**config.mk**
```make
export PLATFORM = sky130hd
export DESIGN_NAME = alarm_pwr_ctl
export DESIGN_NICKNAME = d
export VERILOG_FILES = /design/src/rtl/alarm_pwr_pkg.sv /design/src/rtl/alarm_pwr_fields.sv /design/src/rtl/alarm_pwr_match.sv /design/src/rtl/alarm_pwr_state.sv /design/src/rtl/alarm_pwr_ctl.sv
export SDC_FILE = /design/constraint.sdc
export NUM_CORES = 1
export LEC_CHECK = 0
export BUFFER_PORTS_ARGS = -buffer_cell sky130_fd_sc_hd__buf_2
export CAP_MARGIN = 20
export CORE_MARGIN = 2
export CORE_UTILIZATION = 50
export CTS_CLUSTER_DIAMETER = 60
export DETAILED_ROUTE_END_ITERATION = 10
export PLACE_DENSITY = 0.78
export SYNTH_ARGS = -nofsm -noshare
export SYNTH_HDL_FRONTEND = slang
export SYNTH_HIERARCHICAL = 1
export SYNTH_SLANG_ARGS = --single-unit
```
**constraint.sdc**
```tcl
create_clock -name clk -period 5.4 [get_ports clk]
set_input_delay 1.35 -clock clk [delete_from_list [all_inputs] [get_ports clk]]
set_output_delay 1.35 -clock clk [all_outputs]
set_load 0.01 [all_outputs]
```
**src/rtl/alarm_pwr_pkg.sv**
```systemverilog
package alarm_pwr_pkg;

    localparam int ADDR_W  = 8;
    localparam int DATA_W  = 32;
    localparam int FIELD_W = 8;
    localparam int NFIELD  = 6;

    localparam logic [ADDR_W-1:0] ALM_BASE   = 8'h80;
    localparam logic [ADDR_W-1:0] ALM_STRIDE = 8'h04;
    localparam logic [ADDR_W-1:0] STAT_OFF   = 8'h44;
    localparam logic [ADDR_W-1:0] IE_OFF     = 8'h48;
    localparam logic [ADDR_W-1:0] CTL_OFF    = 8'h98;

    localparam int ST_BIT  = 7;
    localparam int IE_BIT  = 4;
    localparam int ARM_BIT = 16;

    typedef struct packed {
        logic ie;    // second-alarm interrupt enable
        logic arm;   // power handover to the alarm
        logic st;    // sticky match flag
        logic off;   // power-enable driven off
    } pwr_state_t;

    function automatic logic [ADDR_W-1:0] field_addr(input int idx);
        return ALM_BASE + ADDR_W'(idx) * ALM_STRIDE;
    endfunction

endpackage

```
**src/rtl/alarm_pwr_fields.sv**
```systemverilog
module alarm_pwr_fields
    import alarm_pwr_pkg::*;
#(
    parameter int FW = FIELD_W,
    parameter int NF = NFIELD
) (
    input  logic                 clk,
    input  logic                 rst,
    input  logic                 wr_en,
    input  logic [ADDR_W-1:0]    addr,
    input  logic [FW-1:0]        wbyte,
    output logic [NF*FW-1:0]     alarm,
    output logic [DATA_W-1:0]    rd_val
);
    localparam int ALM_W = NF * FW;

    logic [FW-1:0] fld [NF];
    logic [NF-1:0] sel;

    for (genvar i = 0; i < NF; i++) begin : g_fld
        assign sel[i] = (addr == field_addr(i));
        always_ff @(posedge clk) begin
            if (rst)
                fld[i] <= '0;
            else if (wr_en && sel[i])
                fld[i] <= wbyte;
        end
        assign alarm[i*FW +: FW] = fld[i];
    end

    always_comb begin
        rd_val = '0;
        for (int i = 0; i < NF; i++)
            if (sel[i])
                rd_val[FW-1:0] = fld[i];
    end

    AST_FIELD_HOLD: assert property (@(posedge clk) disable iff (rst)
        (!wr_en || sel == '0) |=> $stable(alarm)) else $error("field changed");

    logic [ALM_W-1:0] unused_alm_w;
    assign unused_alm_w = alarm;
endmodule

```
**src/rtl/alarm_pwr_match.sv**
```systemverilog
module alarm_pwr_match
    import alarm_pwr_pkg::*;
#(
    parameter int FW = FIELD_W,
    parameter int NF = NFIELD
) (
    input  logic             time_upd,
    input  logic [NF*FW-1:0] cur_time,
    input  logic [NF*FW-1:0] alarm,
    output logic             hit
);
    logic [NF-1:0] eq;

    for (genvar i = 0; i < NF; i++) begin : g_cmp
        assign eq[i] = (cur_time[i*FW +: FW] == alarm[i*FW +: FW]);
    end

    assign hit = time_upd && (&eq);
endmodule

```
**src/rtl/alarm_pwr_state.sv**
```systemverilog
module alarm_pwr_state
    import alarm_pwr_pkg::*;
(
    input  logic              clk,
    input  logic              rst,
    input  logic              wr_en,
    input  logic [ADDR_W-1:0] addr,
    input  logic              w_st,
    input  logic              w_ie,
    input  logic              w_arm,
    input  logic              hit,
    output logic              irq,
    output logic              pwr_en,
    output logic [DATA_W-1:0] rd_val
);
    pwr_state_t q;
    logic st_wr, ie_wr, ctl_wr;

    assign st_wr  = wr_en && (addr == STAT_OFF);
    assign ie_wr  = wr_en && (addr == IE_OFF);
    assign ctl_wr = wr_en && (addr == CTL_OFF);

    always_ff @(posedge clk) begin
        if (rst) begin
            q <= '0;
        end else begin
            if (ie_wr)
                q.ie <= w_ie;
            if (ctl_wr)
                q.arm <= w_arm;
            if (hit)
                q.st <= 1'b1;
            else if (st_wr && w_st)
                q.st <= 1'b0;
            if (hit && q.arm && q.ie)
                q.off <= 1'b1;
            else if (ctl_wr && !w_arm)
                q.off <= 1'b0;
        end
    end

    assign irq    = q.st && q.ie;
    assign pwr_en = !q.off;

    always_comb begin
        rd_val = '0;
        if (addr == STAT_OFF) rd_val[ST_BIT]  = q.st;
        if (addr == IE_OFF)   rd_val[IE_BIT]  = q.ie;
        if (addr == CTL_OFF)  rd_val[ARM_BIT] = q.arm;
    end

    AST_RESET_STATE: assert property (@(posedge clk)
        rst |=> (q == '0)) else $error("reset state");
    AST_HIT_FLAGS: assert property (@(posedge clk) disable iff (rst)
        hit |=> q.st) else $error("match lost");
    AST_W1C_CLEARS: assert property (@(posedge clk) disable iff (rst)
        (st_wr && w_st && !hit) |=> !q.st) else $error("flag not cleared");
    AST_OFF_CAUSE: assert property (@(posedge clk) disable iff (rst)
        $rose(q.off) |-> $past(hit && q.ie && q.arm)) else $error("off without cause");
    AST_OFF_NEEDS_ARM: assert property (@(posedge clk) disable iff (rst)
        q.off |-> q.arm) else $error("off while unarmed");
    AST_OFF_STICKY: assert property (@(posedge clk) disable iff (rst)
        (q.off && !(ctl_wr && !w_arm)) |=> q.off) else $error("off released");
endmodule

```
**src/rtl/alarm_pwr_ctl.sv**
```systemverilog
module alarm_pwr_ctl
    import alarm_pwr_pkg::*;
(
    input  logic                      clk,
    input  logic                      rst,
    input  logic                      wr_en,
    input  logic [ADDR_W-1:0]         addr,
    input  logic [DATA_W-1:0]         wdata,
    output logic [DATA_W-1:0]         rdata,
    input  logic                      time_upd,
    input  logic [NFIELD*FIELD_W-1:0] cur_time,
    output logic                      irq,
    output logic                      pwr_en
);
    localparam int ALM_W = NFIELD * FIELD_W;

    logic [ALM_W-1:0]  alarm;
    logic [DATA_W-1:0] fld_rd, st_rd;
    logic              hit;

    alarm_pwr_fields #(.FW(FIELD_W), .NF(NFIELD)) u_fields (
        .clk    (clk),
        .rst    (rst),
        .wr_en  (wr_en),
        .addr   (addr),
        .wbyte  (wdata[FIELD_W-1:0]),
        .alarm  (alarm),
        .rd_val (fld_rd)
    );

    alarm_pwr_match #(.FW(FIELD_W), .NF(NFIELD)) u_match (
        .time_upd (time_upd),
        .cur_time (cur_time),
        .alarm    (alarm),
        .hit      (hit)
    );

    alarm_pwr_state u_state (
        .clk    (clk),
        .rst    (rst),
        .wr_en  (wr_en),
        .addr   (addr),
        .w_st   (wdata[ST_BIT]),
        .w_ie   (wdata[IE_BIT]),
        .w_arm  (wdata[ARM_BIT]),
        .hit    (hit),
        .irq    (irq),
        .pwr_en (pwr_en),
        .rd_val (st_rd)
    );

    assign rdata = fld_rd | st_rd;

    logic unused_wdata;
    assign unused_wdata = ^wdata;
endmodule

```
After elaboration in Yosys (flattened, before gate mapping)

Memory sizes are Yosys's and may differ from the RTL's.
Index checks and enable logic that the tools add are counted.

Word-level logic and storage cells: 86
Bits in registers: 4
Bits of input ports: 92
Bits in read-only memories: 0
Output and inout bits: 34
Bits in latches: 0
Memory bits (writable): 48
Memories kept: 1

Memory list:

| memory       | words | width | read ports | clocked after memory_dff | wr ports | RTL line               | RTL |
|---|---|---|---|---|---|---|---|
| u_fields.fld | 6     | 8     | 6          | 0                        | 6        | alarm_pwr_fields.sv:17 | `logic [FW-1:0] fld [NF];` |

Muxes and demuxes: 39
Bitwise logic cells: 7
Add/sub/neg operators: 0
Shift operators: 0
Reductions and logical operators: 20
Divide/modulo/power cells: 0
Eq/ne operators: 15
$mul: 0
$lt $le $gt $ge: 0

Operators with widths:

| cell                                           | number |
|---|---|
| 2-to-1 mux 8 bit                               | 12 |
| == test 8 bit (second input constant)          | 7 |
| == test 8 bit                                  | 6 |
| 2-to-1 mux 1 bit                               | 27 |
| OR 8 x 17 -> 17 bit                            | 1 |
| == test 8 x 7 -> 1 bit (second input constant) | 2 |
| logical AND 1 bit                              | 15 |
| OR 1 bit                                       | 6 |
| AND reduction 6 bit                            | 1 |
| nonzero test 2 bit                             | 2 |
| logical NOT 1 bit                              | 2 |

Logic depth before layout (Yosys ltp)

Gate-level depths: netlist (run 1).

Word-level depth: 8
Gate-level depth with buffers: 6
Mapped depth without buffers: 6

Modules after synthesis

Netlist (run 1), hierarchy kept.

By module, submodules not included:

| module           | cells each | seq. area each (µm²) | times used | area an instance (µm²) |
|---|---|---|---|---|
| alarm_pwr_fields | 181        | 1,441.4              | 1          | 2,592.5 |
| alarm_pwr_match  | 65         | 0.0                  | 1          | 529.3 |
| alarm_pwr_state  | 61         | 80.1                 | 1          | 504.2 |
| alarm_pwr_ctl    | 32         | 0.0                  | 1          | 200.2 |

Worst setup path before layout (run 1)

No wires, ideal clock.

Path kind: in2out
Start point: in addr[2]
End point: out rdata[3]
Stages: 5
Path slack: 1.341 ns
Data arrival time: 2.709 ns
Required time: 4.050 ns
Cells stage by stage: buf_4 buf_4 mux4_2 a221o_1 or2_1

Cells in the longest elaborated chain, start to end: 8

RTL lines:

| what                           | RTL line               | RTL |
|---|---|---|
| from (decl)                    | alarm_pwr_ctl.sv:7     | `input logic [ADDR_W-1:0] addr,` |
| == test 8 bit                  | alarm_pwr_fields.sv:21 | `assign sel[i] = (addr == field_addr(i));` |
| 2-to-1 mux 8 bit (5 in series) | alarm_pwr_fields.sv:34 | `if (sel[i])` |
| 2-to-1 mux 8 bit (*)           | alarm_pwr_fields.sv:34 |  |
| named net fld_rd[3]            | alarm_pwr_ctl.sv:18    | `logic [DATA_W-1:0] fld_rd, st_rd;` |
| OR 8 x 17 -> 17 bit (*)        | alarm_pwr_ctl.sv:52    | `assign rdata = fld_rd \| st_rd;` |
| to (decl)                      | alarm_pwr_ctl.sv:9     | `output logic [DATA_W-1:0] rdata,` |

Mark *: on every way through the listed nets, which the timed path passes. The rest lies on a longest branch.

Worst setup path in the final report (run 1)

Start point: in addr[2]
End point: out rdata[2]

The elaborated chain is that of the path after synthesis.

==> impl_metrics.ini, run 1 <==
[synthesis]
synth_area_um2 = 3830
synth_top_family_by_area = simple AND/OR/NAND/NOR gates
synthAdderAreaFrac_pct = 0
synth_edf_count = 48
ys_async_sr_fraction_pct = 0
synth-main-ff-cell = edfxtp_1
synth.distinct_cells = 44
muxShareOfSynthArea_pct = 5.53
yosysTopAreaCell = edfxtp_1
synthTopCellsByArea = edfxtp_1 (38%), buf_4 (11%), xor2_1 (11%)
netlist.area_leader.share_pct = 37.7
ys_ff_latch = 52
synth-compound-area-share_pct = 6.25
synth_simple_gate_area_share_pct = 25.4
synthCells = 339
seq_area_frac_synth_pct = 39.8
synthXorXnorAreaFrac_pct = 11.0
synth.avg_cell_area_um2 = 11.3
yosys_warnings = 6

[cells_and_area]
area_delta_synth_final_pct = 9.68
fin_cells = 517
nets = 510
drive_gt1_share_pct = 27.0
antennaDiodeCount = 0

[floorplan]
fp.dieW_um = 91.5
start_util_pct = 52.2
die_h_um = 91.5
ios = 126
row_count = 31
core_area_um2 = 7330
die_area_um2 = 8370

[clock_network]
post_cts_buffers = 0
cts_max_path_buffers = 2
path_clk_slew_ns = 0.09
cts_root_buf = clkbuf_8
cts_sinks = 52
ctsHtreeMaxLevel = 2
cts_tree = done
cts_resized = 0
postCtsHoldBufs = 0
cts-buffers-inserted = 5
clk_latency_ns = 0.30

[timing]
max_freq_ghz = 0.220
min_period_over_period_pct = 84.3
max_slew_margin_pct = 48.8
finalSetupViolations = 0
grt_setup_unrepaired = no
tightestPinTransition_ns = 0.758
setup_slack_ns = 0.849
period_needed_ns = 4.55
hold_ws_ns = 0.476
final.setup.tns_ns = 0
fin_skew_ns = 0.00522
final_max_slew_viol_count = 0
hold_viol = 0

[routing]
dr_total_vias = 2645
drt-wirelength-per-cell_um = 17.5
drt-total-wl_um = 9060
route.antenna.remaining_nets = 0
dr.pass1.iters = 5
routed_via_density = 5.12
drc = 0
drt-initial-drc-count = 285

[status]
status = complete, no violations

[place]
dp_cells = 510
dp_hpwl_um = 6930
port_buffers = 79
gp_congestion = 0.853
dp_slack_ns = 0.856

[global_route]
grt_antenna_before_repair = 0
grt.total_usage_pct = 22.2
grt_pass1_wl_um = 14100
grt_pass1_vias = 2659
grt-ovfl-total = 0
grt_max_degree = 25

[setup_path]
rr_endpoint = u_state/q[1]
worstPathRequired_ns = 4.05
critPathKind = in2out
crit_path_end_kind = output port
cp_max_fo = 18
rr_worst_depth = 6
arrival_ns = 3.20
r2r_start = u_fields/fld[4][7]
worstSetupStartpointType = primary input
ff2ff_setup_slack_ns = 3.12

[job]
drv_cap = 0

[min_path]
hold_depth = 2
hp-start = u_state/q[0]
hold_class = reg2reg
hold_path_end = u_state/q[0]

[power_and_ir_drop]
intPower_w = 0.000606
irDropWorstVdd_uv = 175
cellLeakagePower_nw = 1.81
swShare_pct = 26.7
pwr-share-clk_pct = 25.9
seqPwrFrac_pct = 57.2
p_switching_w = 0.000220
pwr_density_cell_nw_per_um2 = 197
combPwrFrac_pct = 16.9
## how the worst max path moves through the flow
stage                        from  depth (start not counted)  slack (ns)  endpoint
after global placement    addr[2]                          6        0.85  rdata[2]
after global routing      addr[2]                          6        0.75  rdata[2]
after CTS                 addr[2]                          6        0.86  rdata[2]
after detailed placement  addr[2]                          6        0.86  rdata[2]
after floorplan           addr[2]                          5        1.34  rdata[3]
final                     addr[2]                          6        0.85  rdata[2]
## power groups by stage
stage / Clock, W / Sequential (W) / Combinational (W)
after floorplan: 0 / 0.000476 / 0.000108
after global placement: 0 / 0.000480 / 0.000136
after detailed placement: 0 / 0.000482 / 0.000138
after CTS: 0.000216 / 0.000472 / 0.000138
after global routing: 0.000232 / 0.000475 / 0.000152
final: 0.000214 / 0.000472 / 0.000140
## cell type report
class | instances | area (um2)
multi-input cells | 272 | 2040
inverters | 7 | 26.3
repair buffers | 80 | 403
flip-flops and latches | 52 | 1520
clock buffers | 5 | 68.8
well taps | 99 | 124
clock inverters | 2 | 12.5
fillers | 647 | 3130
## placed cells by master (no fill, tap or decap), types with 2 or more instances in the layout
| cell type | synthesis | routed |
|---|---|---|
| a41o_1 | 3 | 3 |
| and4b_1 | 2 | 2 |
| conb_1 | 2 | 53 |
| nand3_1 | 4 | 4 |
| o2111a_1 | 6 | 6 |
| and2_1 | 50 | 50 |
| nor4_4 | 2 | 2 |
| buf_2 | 1 | 79 |
| nand4_1 | 2 | 2 |
| edfxtp_1 | 48 | 48 |
| mux2i_1 | 2 | 2 |
| nor4_2 | 2 | 2 |
| a31o_1 | 2 | 2 |
| xor2_1 | 47 | 47 |
| or2_1 | 32 | 32 |
| inv_1 | 6 | 6 |
| nand2b_1 | 6 | 6 |
| nor2_1 | 3 | 3 |
| a221o_1 | 6 | 6 |
| or4b_4 | 4 | 4 |
| nor3_1 | 5 | 5 |
| nor3_4 | 3 | 3 |
| mux4_2 | 8 | 8 |
| or4bb_1 | 2 | 2 |
| clkbuf_8 | 0 | 5 |
| nor3_2 | 2 | 2 |
| dfxtp_1 | 4 | 4 |
| nor4_1 | 12 | 12 |
## layer usage
metal  part of all wire [%]  vias to the layer above  GRT usage, %
met1                     41                     1217          28.6
met2                     49                      141          38.0
met3                    8.5                       14          4.32
met5                      0                        -             0
met4                    1.7                        0          6.06
li1                       -                     1273             -
## synthesized netlist by cell type, types with 2 or more instances
cell and count:
a221o_1 6, a31o_1 2, a41o_1 3, and2_1 50, and4b_1 2, buf_4 55
clkbuf_1 3, conb_1 2, dfxtp_1 4, edfxtp_1 48, inv_1 6, mux2i_1 2
mux4_2 8, nand2b_1 6, nand3_1 4, nand4_1 2, nor2_1 3, nor3_1 5
nor3_2 2, nor3_4 3, nor4_1 12, nor4_2 2, nor4_4 2, o2111a_1 6
or2_1 32, or4b_4 4, or4bb_1 2, xor2_1 47
## state kept, by name, summed over array words and instances, names as in the netlist
name          cells
u_fields/fld     48
u_state/q         4
## per-stage QoR
stage / power, W / instance area, um2 / utilization [%]
2_1_floorplan: 0.000584 / 4020 / -
3_3_place_gp: 0.000616 / 4120 / 56.1
3_5_place_dp: 0.000619 / 4120 / 56.1
4_1_cts: 0.000826 / 4200 / 57.2
5_1_grt: 0.000859 / 4200 / 57.2
6_report: 0.000826 / 4200 / 57.2
## critical path, cell delays in order
cell and delay [ns]:
buf_2 0.42, or4b_4 0.59, nor2_2 0.33, a221o_1 0.27, or2_1 0.11, buf_2 0.12
## cells by family (layout without fill, tap and decap cells)
| logic type | count (synthesis) | in the layout |
|---|---|---|
| and+or+nand+nor | 136 | 136 |
| buffers and inverters | 66 | 94 |
| DFF | 52 | 52 |
| xor gates and xnor gates | 48 | 48 |
| AOI/OAI and AO/OA | 24 | 24 |
| muxes | 11 | 11 |
| other | 2 | 53 |
Power figures use the tool's default switching activity.
==> run 2, diff against run 1 <==
Clock period 5.4 ns to 4.2 ns, I/O delays scaled along.
==> impl_metrics.ini, run 2 (synthesized netlist as in run 1, its figures left out) <==
[status]
status = complete, no violations

[timing]
grt_setup_unrepaired = no
hold_viol = 0
tightestPinTransition_ns = 0.916
period_needed_ns = 3.86
finalSetupViolations = 0
final_max_slew_viol_count = 0
max_freq_ghz = 0.259
max_slew_margin_pct = 38.1
final.setup.tns_ns = 0
min_period_over_period_pct = 91.9
fin_skew_ns = 0.00263

[setup_path]
rr_endpoint = u_state/q[1]
cp_max_fo = 13
arrival_ns = 2.81
worstSetupStartpointType = primary input
r2r_start = u_fields/fld[4][7]
worstPathRequired_ns = 3.15
rr_worst_depth = 6
critPathKind = in2out
crit_path_end_kind = output port
ff2ff_setup_slack_ns = 1.99

[cells_and_area]
final_core_util_pct = 57.6
mostFrequentLayoutCells = buf_2 (79), conb_1 (53), and2_1 (50)
fin_cells = 521
nets = 513
top_regs = u_fields/fld x48, u_state/q x4
largest_register = u_fields/fld
area_delta_synth_final_pct = 10.3
final_common_cell = buf_2
largest_register_ffs = 48
drive_gt1_share_pct = 27.5
fillers = 657
antennaDiodeCount = 0

[place]
dp_hpwl_um = 7070
dp_cells = 513
port_buffers = 79
gp_congestion = 0.854

[floorplan]
ios = 126
core_area_um2 = 7330
die_area_um2 = 8370
start_util_pct = 52.2
fp.dieW_um = 91.5
die_h_um = 91.5
row_count = 31

[routing]
route.antenna.remaining_nets = 0
dr.pass1.iters = 5
dr_total_vias = 2656
drt-initial-drc-count = 263
drt-total-wl_um = 9060
drc = 0
routed_via_density = 5.10
drt-wirelength-per-cell_um = 17.4

[min_path]
hold_class = reg2reg
hold_path_end = u_state/q[0]
hp-start = u_state/q[0]
hold_depth = 2

[global_route]
grt_antenna_before_repair = 0
grt_max_degree = 18
grt_pass1_vias = 2647
grt-ovfl-total = 0
grt.total_usage_pct = 22.1
grt_pass1_wl_um = 14000

[clock_network]
cts_max_path_buffers = 2
path_clk_slew_ns = 0.09
cts-buffers-inserted = 5
cts_resized = 0
postCtsHoldBufs = 0
cts_tree = done
ctsHtreeMaxLevel = 2
clk_latency_ns = 0.30
post_cts_buffers = 0
cts_sinks = 52
cts_root_buf = clkbuf_8

[power_and_ir_drop]
irDropWorstVdd_uv = 188
pwr_density_cell_nw_per_um2 = 252
cellLeakagePower_nw = 1.82

[job]
drv_cap = 0
==> run 2: changes by cell type in the layout (fill, tap and decap cells not counted) <==
cell,before,now
buf_4,1,4
clkinv_4,1,0
clkinvlp_4,0,1
clkbuf_1,0,1
==> run 2: power breakdown <==
group | total (W) | internal (W) | switching (W)
Sequential | 0.000608 | 0.000589 | 0.0000191
Clock | 0.000274 | 0.000116 | 0.000158
Combinational | 0.000182 | 0.0000792 | 0.000103
==> run 2: layout make-up <==
| class | instances | area [um2] | share of cell area (%) |
|---|---|---|---|
| Clock buffer | 6 | 72.6 | 1.72 |
| Sequential cell | 52 | 1520 | 36.0 |
| Timing Repair Buffer | 83 | 425 | 10.1 |
| Multi-Input combinational cell | 272 | 2040 | 48.3 |
| Inverter | 7 | 26.3 | 0.622 |
| Tap cell | 99 | 124 | 2.93 |
| Clock inverter | 2 | 11.3 | 0.267 |
==> run 2: how the worst max path moves through the flow <==
stage,slack [ns],startpoint,cells after the start,end
global placement,0.43,addr[2],6,rdata[2]
CTS,0.38,addr[2],6,rdata[2]
floorplan,0.74,addr[2],5,rdata[3]
finish,0.34,addr[2],6,rdata[2]
detailed placement,0.38,addr[2],6,rdata[2]
global route,0.30,addr[2],6,rdata[2]
==> run 2: worst max-delay path: stages <==
cell and delay [ns]:
buf_2 0.29, or4b_4 0.57, nor2_2 0.37, a221o_1 0.28
or2_1 0.11, buf_2 0.12
==> run 2: per-stage QoR <==
stage	area, um2	hold slack [ns]	setup WS [ns]	total power, W
2_1_floorplan	4020	0.433	0.741	0.000751
3_3_place_gp	4140	0.449	0.433	0.000795
3_5_place_dp	4140	0.462	0.378	0.000799
4_1_cts	4220	0.475	0.380	0.00107
5_1_grt	4220	0.506	0.298	0.00111
6_report	4220	0.471	0.342	0.00106
==> run 2: metal layers <==
| layer | global-route usage [%] | up-vias | wire length (um) |
|---|---|---|---|
| li1 | - | 1276 | - |
| met1 | 27.0 | 1227 | 3480 |
| met2 | 39.5 | 141 | 4640 |
| met3 | 3.90 | 12 | 774 |
| met4 | 6.82 | 0 | 167 |
| met5 | 0 | - | 0 |
==> run 3, diff against run 2 <==
Settings changed: CORE_UTILIZATION 50 to 47, PLACE_DENSITY 0.78 to 0.77.
Clock period 4.2 ns to 3.5 ns, I/O delays scaled along.
==> impl_metrics.ini, run 3 (synthesized netlist as in run 1, its figures left out) <==
[cells_and_area]
top_regs = u_fields/fld x48, u_state/q x4
largest_register = u_fields/fld
antennaDiodeCount = 0
drive_gt1_share_pct = 28.2
nets = 516
area_delta_synth_final_pct = 11.1
final_core_util_pct = 54.4
mostFrequentLayoutCells = buf_2 (78), conb_1 (53), and2_1 (50)
largest_register_ffs = 48
final_common_cell = buf_2
fin_cells = 527
fillers = 703

[floorplan]
fp.dieW_um = 94.2
die_area_um2 = 8880
row_count = 32
ios = 126
die_h_um = 94.2
core_area_um2 = 7810
start_util_pct = 49.0

[clock_network]
cts_tree = done
cts_root_buf = clkbuf_8
cts-buffers-inserted = 5
ctsHtreeMaxLevel = 2
cts_max_path_buffers = 2
clk_latency_ns = 0.31
postCtsHoldBufs = 0
cts_sinks = 52
path_clk_slew_ns = 0.10

[timing]
fin_skew_ns = 0.0107
max_freq_ghz = 0.297
final.setup.tns_ns = 0
hold_viol = 0
max_slew_margin_pct = 57.8
grt_setup_unrepaired = no
final_max_slew_viol_count = 0
finalSetupViolations = 0
period_needed_ns = 3.37
tightestPinTransition_ns = 0.629
min_period_over_period_pct = 96.3

[min_path]
hold_depth = 2
hold_class = reg2reg

[place]
dp_cells = 519
port_buffers = 79
gp_congestion = 0.864
dp_hpwl_um = 7040

[power_and_ir_drop]
cellLeakagePower_nw = 1.84
pwr_density_cell_nw_per_um2 = 301
irDropWorstVdd_uv = 249
p_total_w = 0.00128

[routing]
routed_via_density = 5.14
drt-initial-drc-count = 275
drc = 0
dr.pass1.iters = 5
drt-total-wl_um = 9120
route.antenna.remaining_nets = 0
dr_total_vias = 2710
drt-wirelength-per-cell_um = 17.3

[global_route]
grt_pass1_vias = 2676
grt_pass1_wl_um = 14000
grt.total_usage_pct = 21.5
grt-ovfl-total = 0
grt_antenna_before_repair = 0
grt_max_degree = 21

[setup_path]
critPathKind = in2out
arrival_ns = 2.50
cp_max_fo = 9
rr_worst_depth = 6
crit_path_end_kind = output port
worstSetupStartpointType = primary input
worstPathRequired_ns = 2.62

[status]
status = complete, no violations

[job]
drv_cap = 0
==> run 3: cell count changes in the layout (fill, tap and decap cells not counted) <==
cell	previous run	this run
clkbuf_4	0	1
clkbuf_1	1	0
buf_4	4	7
buf_2	79	78
clkinv_2	0	2
clkinvlp_4	1	0
==> run 3: cell type report <==
type	count	area [um2]	area share [%]
Clock inverter	3	13.8	0.324
Timing Repair Buffer	86	450	10.6
Multi-Input combinational cell	272	2040	48.0
Tap cell	102	128	3.00
Clock buffer	5	68.8	1.62
Inverter	7	26.3	0.618
Sequential cell	52	1520	35.8
==> run 3: power by group <==
group,switching (W),internal [W],total (W)
clock,0.000196,0.000136,0.000332
combinational,0.000125,0.0000953,0.000220
sequential,0.0000215,0.000706,0.000728
==> run 3: what timing repair did <==
action / in CTS / in global routing
hold endpoints to repair: 0 / 0
setup buffers: 0 / 0
resized for setup: 0 / 1
setup endpoints to repair: 0 / 4
==> run 3: worst max-delay path, cell delays in order <==
cell     delay, ns
buf_2         0.13
or4b_4        0.62
nor3_4        0.38
a221o_1       0.26
or2_1         0.11
buf_2         0.12
==> run 3: worst paths after layout <==
kind                       end               start  slack, ns
setup reg to reg  u_state/q[1]  u_fields/fld[4][7]       1.25
hold reg to reg   u_state/q[0]        u_state/q[0]       0.47
setup / recovery      rdata[2]             addr[6]       0.13
hold / removal    u_state/q[0]        u_state/q[0]       0.47
==> run 3: metrics by stage <==
stage / hold slack, ns / setup WS [ns] / instance area [um2]
floorplan: 0.433 / 0.391 / 4020
global placement: 0.450 / 0.0582 / 4160
finish: 0.465 / 0.128 / 4250
global route: 0.488 / 0.0562 / 4250
detailed placement: 0.455 / 0.0448 / 4160
CTS: 0.468 / 0.0448 / 4250
==> run 3: per-layer routing <==
layer / global-route usage (%) / wire (um) / vias up / share of wire, %
met3: 4.82 / 885 / 24 / 9.7
met4: 7.00 / 212 / 0 / 2.3
met2: 35.8 / 4440 / 160 / 49
met5: 0 / 0 / - / 0
met1: 27.8 / 3580 / 1243 / 39
li1: - / - / 1283 / -
